[src/rtl/pirq_pkg.sv]
package pirq_pkg;
  localparam int PRIO_W = 3;
  localparam int LVL_W  = PRIO_W + 1;

  typedef struct packed {
    logic [LVL_W-1:0] cpuLevel;  // current core level for the compare
    logic             maskLow;   // timed window: only top priority may pass
    logic             holdOff;   // no request may be raised at all
  } pirq_gate_t;
endpackage

[src/rtl/pirq_datapath.sv]
module pirq_datapath
  import pirq_pkg::*;
#(
  parameter int NUM_SRC = 41,
  parameter int WORD_W  = 16,
  parameter int AW      = 5,
  localparam int IDX_W  = $clog2(NUM_SRC)
) (
  input  logic               clk,
  input  logic               rstN,
  input  logic [NUM_SRC-1:0] srcPulse,
  input  logic               regWe,
  input  logic [AW-1:0]      regAddr,
  input  logic [WORD_W-1:0]  regWdata,
  input  pirq_gate_t         gate,
  output logic [WORD_W-1:0]  dpRdata,
  output logic               winValid,
  output logic [IDX_W-1:0]   winIdx,
  output logic [PRIO_W-1:0]  winPrio
);
  localparam int NUM_WORDS  = (NUM_SRC + WORD_W - 1) / WORD_W;
  localparam int FIELD_W    = PRIO_W + 1;
  localparam int PER_WORD   = WORD_W / FIELD_W;
  localparam int NUM_PWORDS = (NUM_SRC + PER_WORD - 1) / PER_WORD;
  localparam int FLAG_BASE  = 0;
  localparam int EN_BASE    = NUM_WORDS;
  localparam int PRIO_BASE  = 2 * NUM_WORDS;
  localparam int TOT_W      = NUM_WORDS * WORD_W;

  logic [TOT_W-1:0]  flagQ, enQ, srcWide, validMask;
  logic [PRIO_W-1:0] prioQ [NUM_SRC];

  always_comb begin
    srcWide = '0;
    srcWide[NUM_SRC-1:0] = srcPulse;
    validMask = '0;
    validMask[NUM_SRC-1:0] = '1;
  end

  for (genvar w = 0; w < NUM_WORDS; w++) begin : g_word
    always_ff @(posedge clk) begin
      if (!rstN) begin
        flagQ[w*WORD_W +: WORD_W] <= '0;
        enQ[w*WORD_W +: WORD_W]   <= '0;
      end else begin
        // a pulse from a source always beats a clearing write
        flagQ[w*WORD_W +: WORD_W] <=
          ((regWe && regAddr == AW'(FLAG_BASE + w)) ? regWdata : flagQ[w*WORD_W +: WORD_W])
          | (srcWide[w*WORD_W +: WORD_W] & validMask[w*WORD_W +: WORD_W]);
        if (regWe && regAddr == AW'(EN_BASE + w))
          enQ[w*WORD_W +: WORD_W] <= regWdata & validMask[w*WORD_W +: WORD_W];
      end
    end
  end

  for (genvar s = 0; s < NUM_SRC; s++) begin : g_prio
    localparam int PW = s / PER_WORD;
    localparam int PS = s % PER_WORD;
    always_ff @(posedge clk) begin
      if (!rstN)
        prioQ[s] <= '0;
      else if (regWe && regAddr == AW'(PRIO_BASE + PW))
        prioQ[s] <= regWdata[PS*FIELD_W +: PRIO_W];
    end
  end

  always_comb begin
    dpRdata = '0;
    for (int w = 0; w < NUM_WORDS; w++) begin
      if (regAddr == AW'(FLAG_BASE + w)) dpRdata = flagQ[w*WORD_W +: WORD_W];
      if (regAddr == AW'(EN_BASE + w))   dpRdata = enQ[w*WORD_W +: WORD_W];
    end
    for (int k = 0; k < NUM_PWORDS; k++) begin
      if (regAddr == AW'(PRIO_BASE + k)) begin
        for (int j = 0; j < PER_WORD; j++) begin
          if (k * PER_WORD + j < NUM_SRC)
            dpRdata[j*FIELD_W +: PRIO_W] = prioQ[k*PER_WORD + j];
        end
      end
    end
  end

  // strict ">" on the running best keeps the lowest index on a tie
  logic             anyElig;
  logic [IDX_W-1:0] bestIdx;
  logic [PRIO_W-1:0] bestPrio;
  always_comb begin
    anyElig  = 1'b0;
    bestIdx  = '0;
    bestPrio = '0;
    for (int s = 0; s < NUM_SRC; s++) begin
      if (flagQ[s] && enQ[s] && prioQ[s] != '0
          && {1'b0, prioQ[s]} > gate.cpuLevel
          && !(gate.maskLow && prioQ[s] != '1)
          && prioQ[s] > bestPrio) begin
        anyElig  = 1'b1;
        bestIdx  = IDX_W'(s);
        bestPrio = prioQ[s];
      end
    end
    winValid = anyElig && !gate.holdOff;
    winIdx   = bestIdx;
    winPrio  = bestPrio;
  end
endmodule

[src/rtl/pirq_control.sv]
module pirq_control
  import pirq_pkg::*;
#(
  parameter int WORD_W      = 16,
  parameter int AW          = 5,
  parameter int IDX_W       = 6,
  parameter int CTL_ADDR    = 17,
  parameter int STACK_DEPTH = 8,
  parameter int WIN_W       = 14,
  parameter int VA_W        = 24,
  parameter logic [VA_W-1:0] PRI_BASE = 24'h000014,
  parameter logic [VA_W-1:0] ALT_BASE = 24'h000094
) (
  input  logic               clk,
  input  logic               rstN,
  input  logic               regWe,
  input  logic [AW-1:0]      regAddr,
  input  logic [WORD_W-1:0]  regWdata,
  input  logic               instrRetire,
  input  logic               irqAck,
  input  logic               retPulse,
  input  logic               winValid,
  input  logic [IDX_W-1:0]   winIdx,
  input  logic [PRIO_W-1:0]  winPrio,
  output pirq_gate_t         gate,
  output logic [WORD_W-1:0]  ctlRdata,
  output logic               nestDis,
  output logic               irqReq,
  output logic [PRIO_W-1:0]  irqPrio,
  output logic               vecValid,
  output logic [IDX_W-1:0]   vecNum,
  output logic [VA_W-1:0]    vecAddr,
  output logic [LVL_W-1:0]   cpuLevel
);
  localparam int LVL_ADDR = CTL_ADDR + 1;
  localparam int WIN_ADDR = CTL_ADDR + 2;
  localparam int PTR_W    = $clog2(STACK_DEPTH);
  localparam int DEP_W    = $clog2(STACK_DEPTH + 1);

  logic             nestDisQ, altSelQ;
  logic [LVL_W-1:0] levelQ;
  logic [LVL_W-1:0] saveStack [STACK_DEPTH];
  logic [DEP_W-1:0] depthQ;
  logic [WIN_W-1:0] winCntQ;
  logic             inService, stackFull, take;

  assign inService = depthQ != '0;
  assign stackFull = depthQ == DEP_W'(STACK_DEPTH);
  assign gate.cpuLevel = levelQ;
  assign gate.maskLow  = winCntQ != '0;
  assign gate.holdOff  = (nestDisQ && inService) || stackFull;
  assign irqReq   = winValid;
  assign irqPrio  = winPrio;
  assign take     = irqAck && winValid;
  assign cpuLevel = levelQ;
  assign nestDis  = nestDisQ;

  always_ff @(posedge clk) begin
    if (!rstN) begin
      nestDisQ <= 1'b0;
      altSelQ  <= 1'b0;
      levelQ   <= '0;
      depthQ   <= '0;
      winCntQ  <= '0;
      vecValid <= 1'b0;
      vecNum   <= '0;
      vecAddr  <= '0;
    end else begin
      vecValid <= take;
      if (take) begin
        vecNum  <= winIdx;
        vecAddr <= (altSelQ ? ALT_BASE : PRI_BASE) + (VA_W'(winIdx) << 1);
      end
      // acknowledge outranks return, return outranks a software write
      if (take) begin
        depthQ <= depthQ + 1'b1;
        levelQ <= {1'b0, winPrio};
      end else if (retPulse && inService) begin
        depthQ <= depthQ - 1'b1;
        levelQ <= saveStack[PTR_W'(depthQ - 1'b1)];
      end else if (regWe && regAddr == AW'(LVL_ADDR) && !nestDisQ) begin
        levelQ <= regWdata[LVL_W-1:0];
      end
      if (regWe && regAddr == AW'(CTL_ADDR)) begin
        nestDisQ <= regWdata[0];
        altSelQ  <= regWdata[1];
      end
      if (regWe && regAddr == AW'(WIN_ADDR))
        winCntQ <= regWdata[WIN_W-1:0];
      else if (instrRetire && winCntQ != '0)
        winCntQ <= winCntQ - 1'b1;
    end
  end

  always_ff @(posedge clk) begin
    if (take) saveStack[PTR_W'(depthQ)] <= levelQ;
  end

  always_comb begin
    ctlRdata = '0;
    if (regAddr == AW'(CTL_ADDR)) ctlRdata[2:0] = {gate.maskLow, altSelQ, nestDisQ};
    if (regAddr == AW'(LVL_ADDR)) ctlRdata[LVL_W-1:0] = levelQ;
    if (regAddr == AW'(WIN_ADDR)) ctlRdata[WIN_W-1:0] = winCntQ;
  end
endmodule

[src/rtl/prio_irq_ctrl.sv]
module prio_irq_ctrl
  import pirq_pkg::*;
#(
  parameter int NUM_SRC     = 41,
  parameter int WORD_W      = 16,
  parameter int AW          = 5,
  parameter int STACK_DEPTH = 8,
  parameter int WIN_W       = 14,
  parameter int VA_W        = 24,
  parameter logic [VA_W-1:0] PRI_BASE = 24'h000014,
  parameter logic [VA_W-1:0] ALT_BASE = 24'h000094,
  localparam int IDX_W      = $clog2(NUM_SRC)
) (
  input  logic               clk,
  input  logic               rstN,
  input  logic [NUM_SRC-1:0] srcPulse,
  input  logic               regWe,
  input  logic [AW-1:0]      regAddr,
  input  logic [WORD_W-1:0]  regWdata,
  output logic [WORD_W-1:0]  regRdata,
  input  logic               instrRetire,
  input  logic               irqAck,
  input  logic               retPulse,
  output logic               irqReq,
  output logic [PRIO_W-1:0]  irqPrio,
  output logic               vecValid,
  output logic [IDX_W-1:0]   vecNum,
  output logic [VA_W-1:0]    vecAddr,
  output logic [LVL_W-1:0]   cpuLevel
);
  localparam int NUM_WORDS = (NUM_SRC + WORD_W - 1) / WORD_W;
  localparam int PER_WORD  = WORD_W / (PRIO_W + 1);
  localparam int CTL_ADDR  = 2 * NUM_WORDS + (NUM_SRC + PER_WORD - 1) / PER_WORD;

  pirq_gate_t        gateW;
  logic [WORD_W-1:0] dpRdata, ctlRdata;
  logic              winValid, nestDisW;
  logic [IDX_W-1:0]  winIdx;
  logic [PRIO_W-1:0] winPrio;

  pirq_datapath #(.NUM_SRC(NUM_SRC), .WORD_W(WORD_W), .AW(AW)) uDp (
    .clk, .rstN, .srcPulse, .regWe, .regAddr, .regWdata,
    .gate(gateW), .dpRdata, .winValid, .winIdx, .winPrio
  );

  pirq_control #(
    .WORD_W(WORD_W), .AW(AW), .IDX_W(IDX_W), .CTL_ADDR(CTL_ADDR),
    .STACK_DEPTH(STACK_DEPTH), .WIN_W(WIN_W), .VA_W(VA_W),
    .PRI_BASE(PRI_BASE), .ALT_BASE(ALT_BASE)
  ) uCtl (
    .clk, .rstN, .regWe, .regAddr, .regWdata, .instrRetire, .irqAck, .retPulse,
    .winValid, .winIdx, .winPrio, .gate(gateW), .ctlRdata, .nestDis(nestDisW),
    .irqReq, .irqPrio, .vecValid, .vecNum, .vecAddr, .cpuLevel
  );

  assign regRdata = dpRdata | ctlRdata;
endmodule

[config.mk]
export PLATFORM = sky130hd
export DESIGN_NAME = prio_irq_ctrl
export DESIGN_NICKNAME = d
export VERILOG_FILES = /design/src/rtl/pirq_pkg.sv /design/src/rtl/pirq_datapath.sv /design/src/rtl/pirq_control.sv /design/src/rtl/prio_irq_ctrl.sv
export SDC_FILE = /design/constraint.sdc
export NUM_CORES = 1
export LEC_CHECK = 0
export BUFFER_PORTS_ARGS = -buffer_cell sky130_fd_sc_hd__buf_2
export CAP_MARGIN = 20
export CORE_MARGIN = 2
export CORE_UTILIZATION = 44
export CTS_BUF_LIST = sky130_fd_sc_hd__clkbuf_16
export DETAILED_ROUTE_END_ITERATION = 10
export GPL_TIMING_DRIVEN = 0
export PLACE_DENSITY = 0.63
export SLEW_MARGIN = 10
export SYNTH_ARGS = -nofsm -noshare
export SYNTH_HDL_FRONTEND = slang
export SYNTH_HIERARCHICAL = 1
export SYNTH_SLANG_ARGS = --single-unit
[constraint.sdc]
create_clock -name clk -period 135.6 [get_ports clk]
set_clock_uncertainty 0.2 [all_clocks]
set_input_delay 6.78 -clock clk [delete_from_list [all_inputs] [get_ports clk]]
set_output_delay 6.78 -clock clk [all_outputs]
set_load 0.01 [all_outputs]
==> reports/metrics.cfg <==
[yosys]
postSynth.topFlopCell=sky130_fd_sc_hd__edfxtp_1
post-synth-top-area-cell=sky130_fd_sc_hd__edfxtp_1
ff_latch_count_synth=282
post-synth-top-area-fraction_pct=19.5
yosysWarnings=6
synth_area_um2=23900
synth-seq-area-share_pct=30.1
synth_enable_flop_cells=155
avgSynthCellArea_um2=8.32
synth_cell_types=124
area_contributors_post_synth=sky130_fd_sc_hd__edfxtp_1 19%, sky130_fd_sc_hd__dfxtp_1 11%, sky130_fd_sc_hd__ha_1 9.1%
cells_after_synth=2871
ys_async_sr_fraction_pct=0

[routing]
drt_drc_violations_left=2
route.detailed.vias_per_inst=6.49
detailedRoute.firstIterationViolations=2650
drtPass1Iterations=9
route.vias.total=24400
route.detailed.wl_per_inst_um=25.5
final_antenna_net_count=0
postRouteWirelength_mm=96.1

[pwr]
share_clk_of_total_power_pct=28.1
comb_power_share_pct=38.5
cell_internal_pwr_uw=198
switching_share_pct=38.6
net-switching-power_uw=124
ir_worst_vdd_v=0.0000159
seq_power_share_pct=33.4
final_power_uw=322
power.density_cell_area_nw_per_um2=12.1
total_leakage_power_nw=11.0

[grt]
grt_start_max_net_pins=42
number_of_global_route_vias_before_repair=22600
first_pass_grt_wire_length_mm=141
grt_antenna_before_repair=9
grt_usage_pct=33.1
gr-total-overflow=0

[sta]
period_needed_ps=69730
worst_slew_pin_slew_ps=1320
period_share_pct=51.4
slew_headroom_pct=12.3
slew_viol_final=0
setup_viol_count_final=0
max_freq_mhz=14.3
final.setup.tns_ps=0
setup_slack_ps=65870
rsz0062_at_grt=no
timing_hold_violations_final=0

[worst_setup_path]
critPathMostFrequentCell=sky130_fd_sc_hd__nor2_1
worst_ep_arrival_time_ps=62750
critPathRequiredTime_ps=128620
setup.worst_path.class=reg -> out
worstSetupEndpointType=primary output
critical_path.startpoint_type=flip-flop
crit_path_max_cell_delay_ps=730
critical_path_fanouts_max=10
timing.critical_path.buf_inv=20
cpLargestDelayFamily=compound AO/OA/AOI/OAI gates
cp_slowest_cell=sky130_fd_sc_hd__o311ai_0

[hold_path]
min-delay-path-class=reg -> reg

[clock_network]
clock_tree_from_tritoncts=yes
clk_path_buf_depth=3
cts.clk_slew.worst_paths_ps=60
holdBufCountCts=0
clk_latency_ps=540
cts.sinks=282
cts-buffers-inserted=34
cts_htree_levels=2
cts_repair_resize_count=0
post_cts_buffers=0
ctsRootBufferMaster=sky130_fd_sc_hd__clkbuf_16

[place]
placed_cell_area_um2=25500
dp_slack_ps=68000
dp_hpwl_mm=75.6
gp_routability_congestion=1.01
port_buffers=105

[floorplan]
dieHeight_um=237
floorplan.initialDensity_pct=44.5
ios=123
die_width_um=237
die_area_um2=56200
core-area_um2=53700
std_cell_rows=85

[cells_and_area]
layout-drive-gt1-share_pct=11.4
post-route-cell-area_um2=26600
area_growth_pct=11.1
finish.net_count=3279
fillers=5192

[status]
violations=DRC
status=complete, but fails checks

[flow_run]
drv.max_cap_violation_count=0

logic make-up after synthesis:
| group | after synthesis | synth area share (%) |
|---|---|---|
| simple gates | 1176 | 25.2 |
| compound gates | 854 | 25.8 |
| buf+inv | 289 | 5.16 |
| flops | 282 | 30.1 |
| fa+ha+maj | 181 | 9.39 |
| mux | 81 | 4.03 |
| xor+xnor | 7 | 0.288 |
| other cells | 1 | 0.0157 |
through the flow:
stage	instances	hold WS [ps]	util, %
floorplan	2888	244	-
global route	3760	279	49.4
detailed placement	3698	250	47.4
CTS	3760	258	49.4
global placement	3689	242	47.2
finish	3762	261	49.5
final timing paths:
check | from | end | slack [ps] | depth (start not counted)
worst max-delay path | uCtl/winCntQ[0] | irqReq | 65870 | 296
worst min register to register | uCtl/vecAddr[5] | uCtl/vecAddr[5] | 260 | 2
worst min-delay path | uCtl/vecAddr[5] | uCtl/vecAddr[5] | 260 | 2
worst max register to register | uCtl/winCntQ[0] | uCtl/saveStack[2][0] | 71960 | 298
cell type report:
type | count | area [um^2] | share of cell area, %
plain buffers | 176 | 807 | 3.04
flip-flops and latches | 282 | 7200 | 27.1
inverters | 113 | 427 | 1.61
clock inverters | 27 | 218 | 0.820
multi-input cells | 2317 | 15500 | 58.5
diodes | 2 | 5.00 | 0.0188
clock buffers | 35 | 876 | 3.30
repair buffers | 114 | 619 | 2.33
well taps | 696 | 871 | 3.28
placed cells by master, fill, tap and decap left out, types with 15 or more instances in the layout:
cell type                   count
sky130_fd_sc_hd__o22ai_1       26
sky130_fd_sc_hd__clkbuf_1     117
sky130_fd_sc_hd__dfxtp_1      127
sky130_fd_sc_hd__nand3b_1      31
sky130_fd_sc_hd__nor2_1       207
sky130_fd_sc_hd__nand4b_1      25
sky130_fd_sc_hd__or2_1         20
sky130_fd_sc_hd__nand4_1       27
sky130_fd_sc_hd__conb_1        18
sky130_fd_sc_hd__inv_1        119
sky130_fd_sc_hd__clkbuf_16     35
sky130_fd_sc_hd__and2_1        95
sky130_fd_sc_hd__a211oi_1      21
sky130_fd_sc_hd__nand2b_1      21
sky130_fd_sc_hd__nor2b_1       30
sky130_fd_sc_hd__o211ai_1      30
sky130_fd_sc_hd__a221oi_1      36
sky130_fd_sc_hd__a21boi_0      71
sky130_fd_sc_hd__o21ai_0      126
sky130_fd_sc_hd__o31ai_1       15
sky130_fd_sc_hd__and3_1       108
sky130_fd_sc_hd__a21oi_1      128
sky130_fd_sc_hd__a21o_1        36
sky130_fd_sc_hd__buf_4         34
sky130_fd_sc_hd__mux2i_1       32
sky130_fd_sc_hd__ha_1         173
sky130_fd_sc_hd__a31oi_1       52
sky130_fd_sc_hd__nor4_1        15
sky130_fd_sc_hd__nand3_1      103
sky130_fd_sc_hd__buf_2        125
sky130_fd_sc_hd__o21a_1        69
sky130_fd_sc_hd__a22oi_1       35
sky130_fd_sc_hd__nand2_1      364
sky130_fd_sc_hd__mux2_2        41
sky130_fd_sc_hd__nor3_1        48
sky130_fd_sc_hd__edfxtp_1     155
sequential cells by signal, indices dropped and copies added, names as in the netlist, 4 cells and up:
name / count
uCtl/cpuLevel: 4
uCtl/depthQ: 4
uCtl/saveStack: 32
uCtl/vecAddr: 7
uCtl/vecNum: 6
uCtl/winCntQ: 14
uDp/enQ: 41
uDp/flagQ: 48
uDp/prioQ: 123
power groups by stage:
stage	clock (mW)	sequential [mW]	combinational (mW)
2_1_floorplan	0	0.104	0.0844
3_3_place_gp	0	0.108	0.114
3_5_place_dp	0	0.109	0.121
4_1_cts	0.0908	0.107	0.122
5_1_grt	0.0942	0.108	0.136
6_report	0.0904	0.107	0.124
synthesized netlist by cell type (15+ instances only):
cell type,count
sky130_fd_sc_hd__or2_1,20
sky130_fd_sc_hd__o21ai_0,130
sky130_fd_sc_hd__nand4b_1,25
sky130_fd_sc_hd__nor4_1,16
sky130_fd_sc_hd__ha_1,173
sky130_fd_sc_hd__a21o_1,36
sky130_fd_sc_hd__o21a_1,69
sky130_fd_sc_hd__o211ai_1,30
sky130_fd_sc_hd__a221oi_1,36
sky130_fd_sc_hd__and3_1,108
sky130_fd_sc_hd__o31ai_1,15
sky130_fd_sc_hd__a21oi_1,128
sky130_fd_sc_hd__nor2b_1,30
sky130_fd_sc_hd__nand2b_1,21
sky130_fd_sc_hd__buf_2,19
sky130_fd_sc_hd__nor2_1,207
sky130_fd_sc_hd__a211oi_1,21
sky130_fd_sc_hd__edfxtp_1,155
sky130_fd_sc_hd__o22ai_1,26
sky130_fd_sc_hd__mux2_2,41
sky130_fd_sc_hd__and2_1,95
sky130_fd_sc_hd__nand3b_1,31
sky130_fd_sc_hd__a22oi_1,35
sky130_fd_sc_hd__mux2i_1,32
sky130_fd_sc_hd__nand3_1,103
sky130_fd_sc_hd__a31oi_1,52
sky130_fd_sc_hd__nand2_1,364
sky130_fd_sc_hd__inv_1,112
sky130_fd_sc_hd__nand4_1,27
sky130_fd_sc_hd__clkbuf_1,117
sky130_fd_sc_hd__a21boi_0,71
sky130_fd_sc_hd__buf_4,29
sky130_fd_sc_hd__nor3_1,49
sky130_fd_sc_hd__dfxtp_1,127
worst reg2reg max path, delay by kind of cell (launching register included):
| family | cells | cell delay [ps] |
|---|---|---|
| AOI/OAI and AO/OA | 113 | 24400 |
| and+or+nand+nor | 115 | 19930 |
| adders and majority gates | 45 | 12200 |
| buffers and inverters | 20 | 4610 |
| muxes | 5 | 1600 |
| DFF | 1 | 390 |
metal layers:
layer  global-route usage, %  share of wire (%)  wire [um]
met1                    43.6                 41      39200
met4                    17.1                5.7       5520
met2                    53.0                 45      43000
met3                    4.83                8.6       8300
met5                       0              0.059         57
Note: power is estimated with default switching activity, not from simulation.
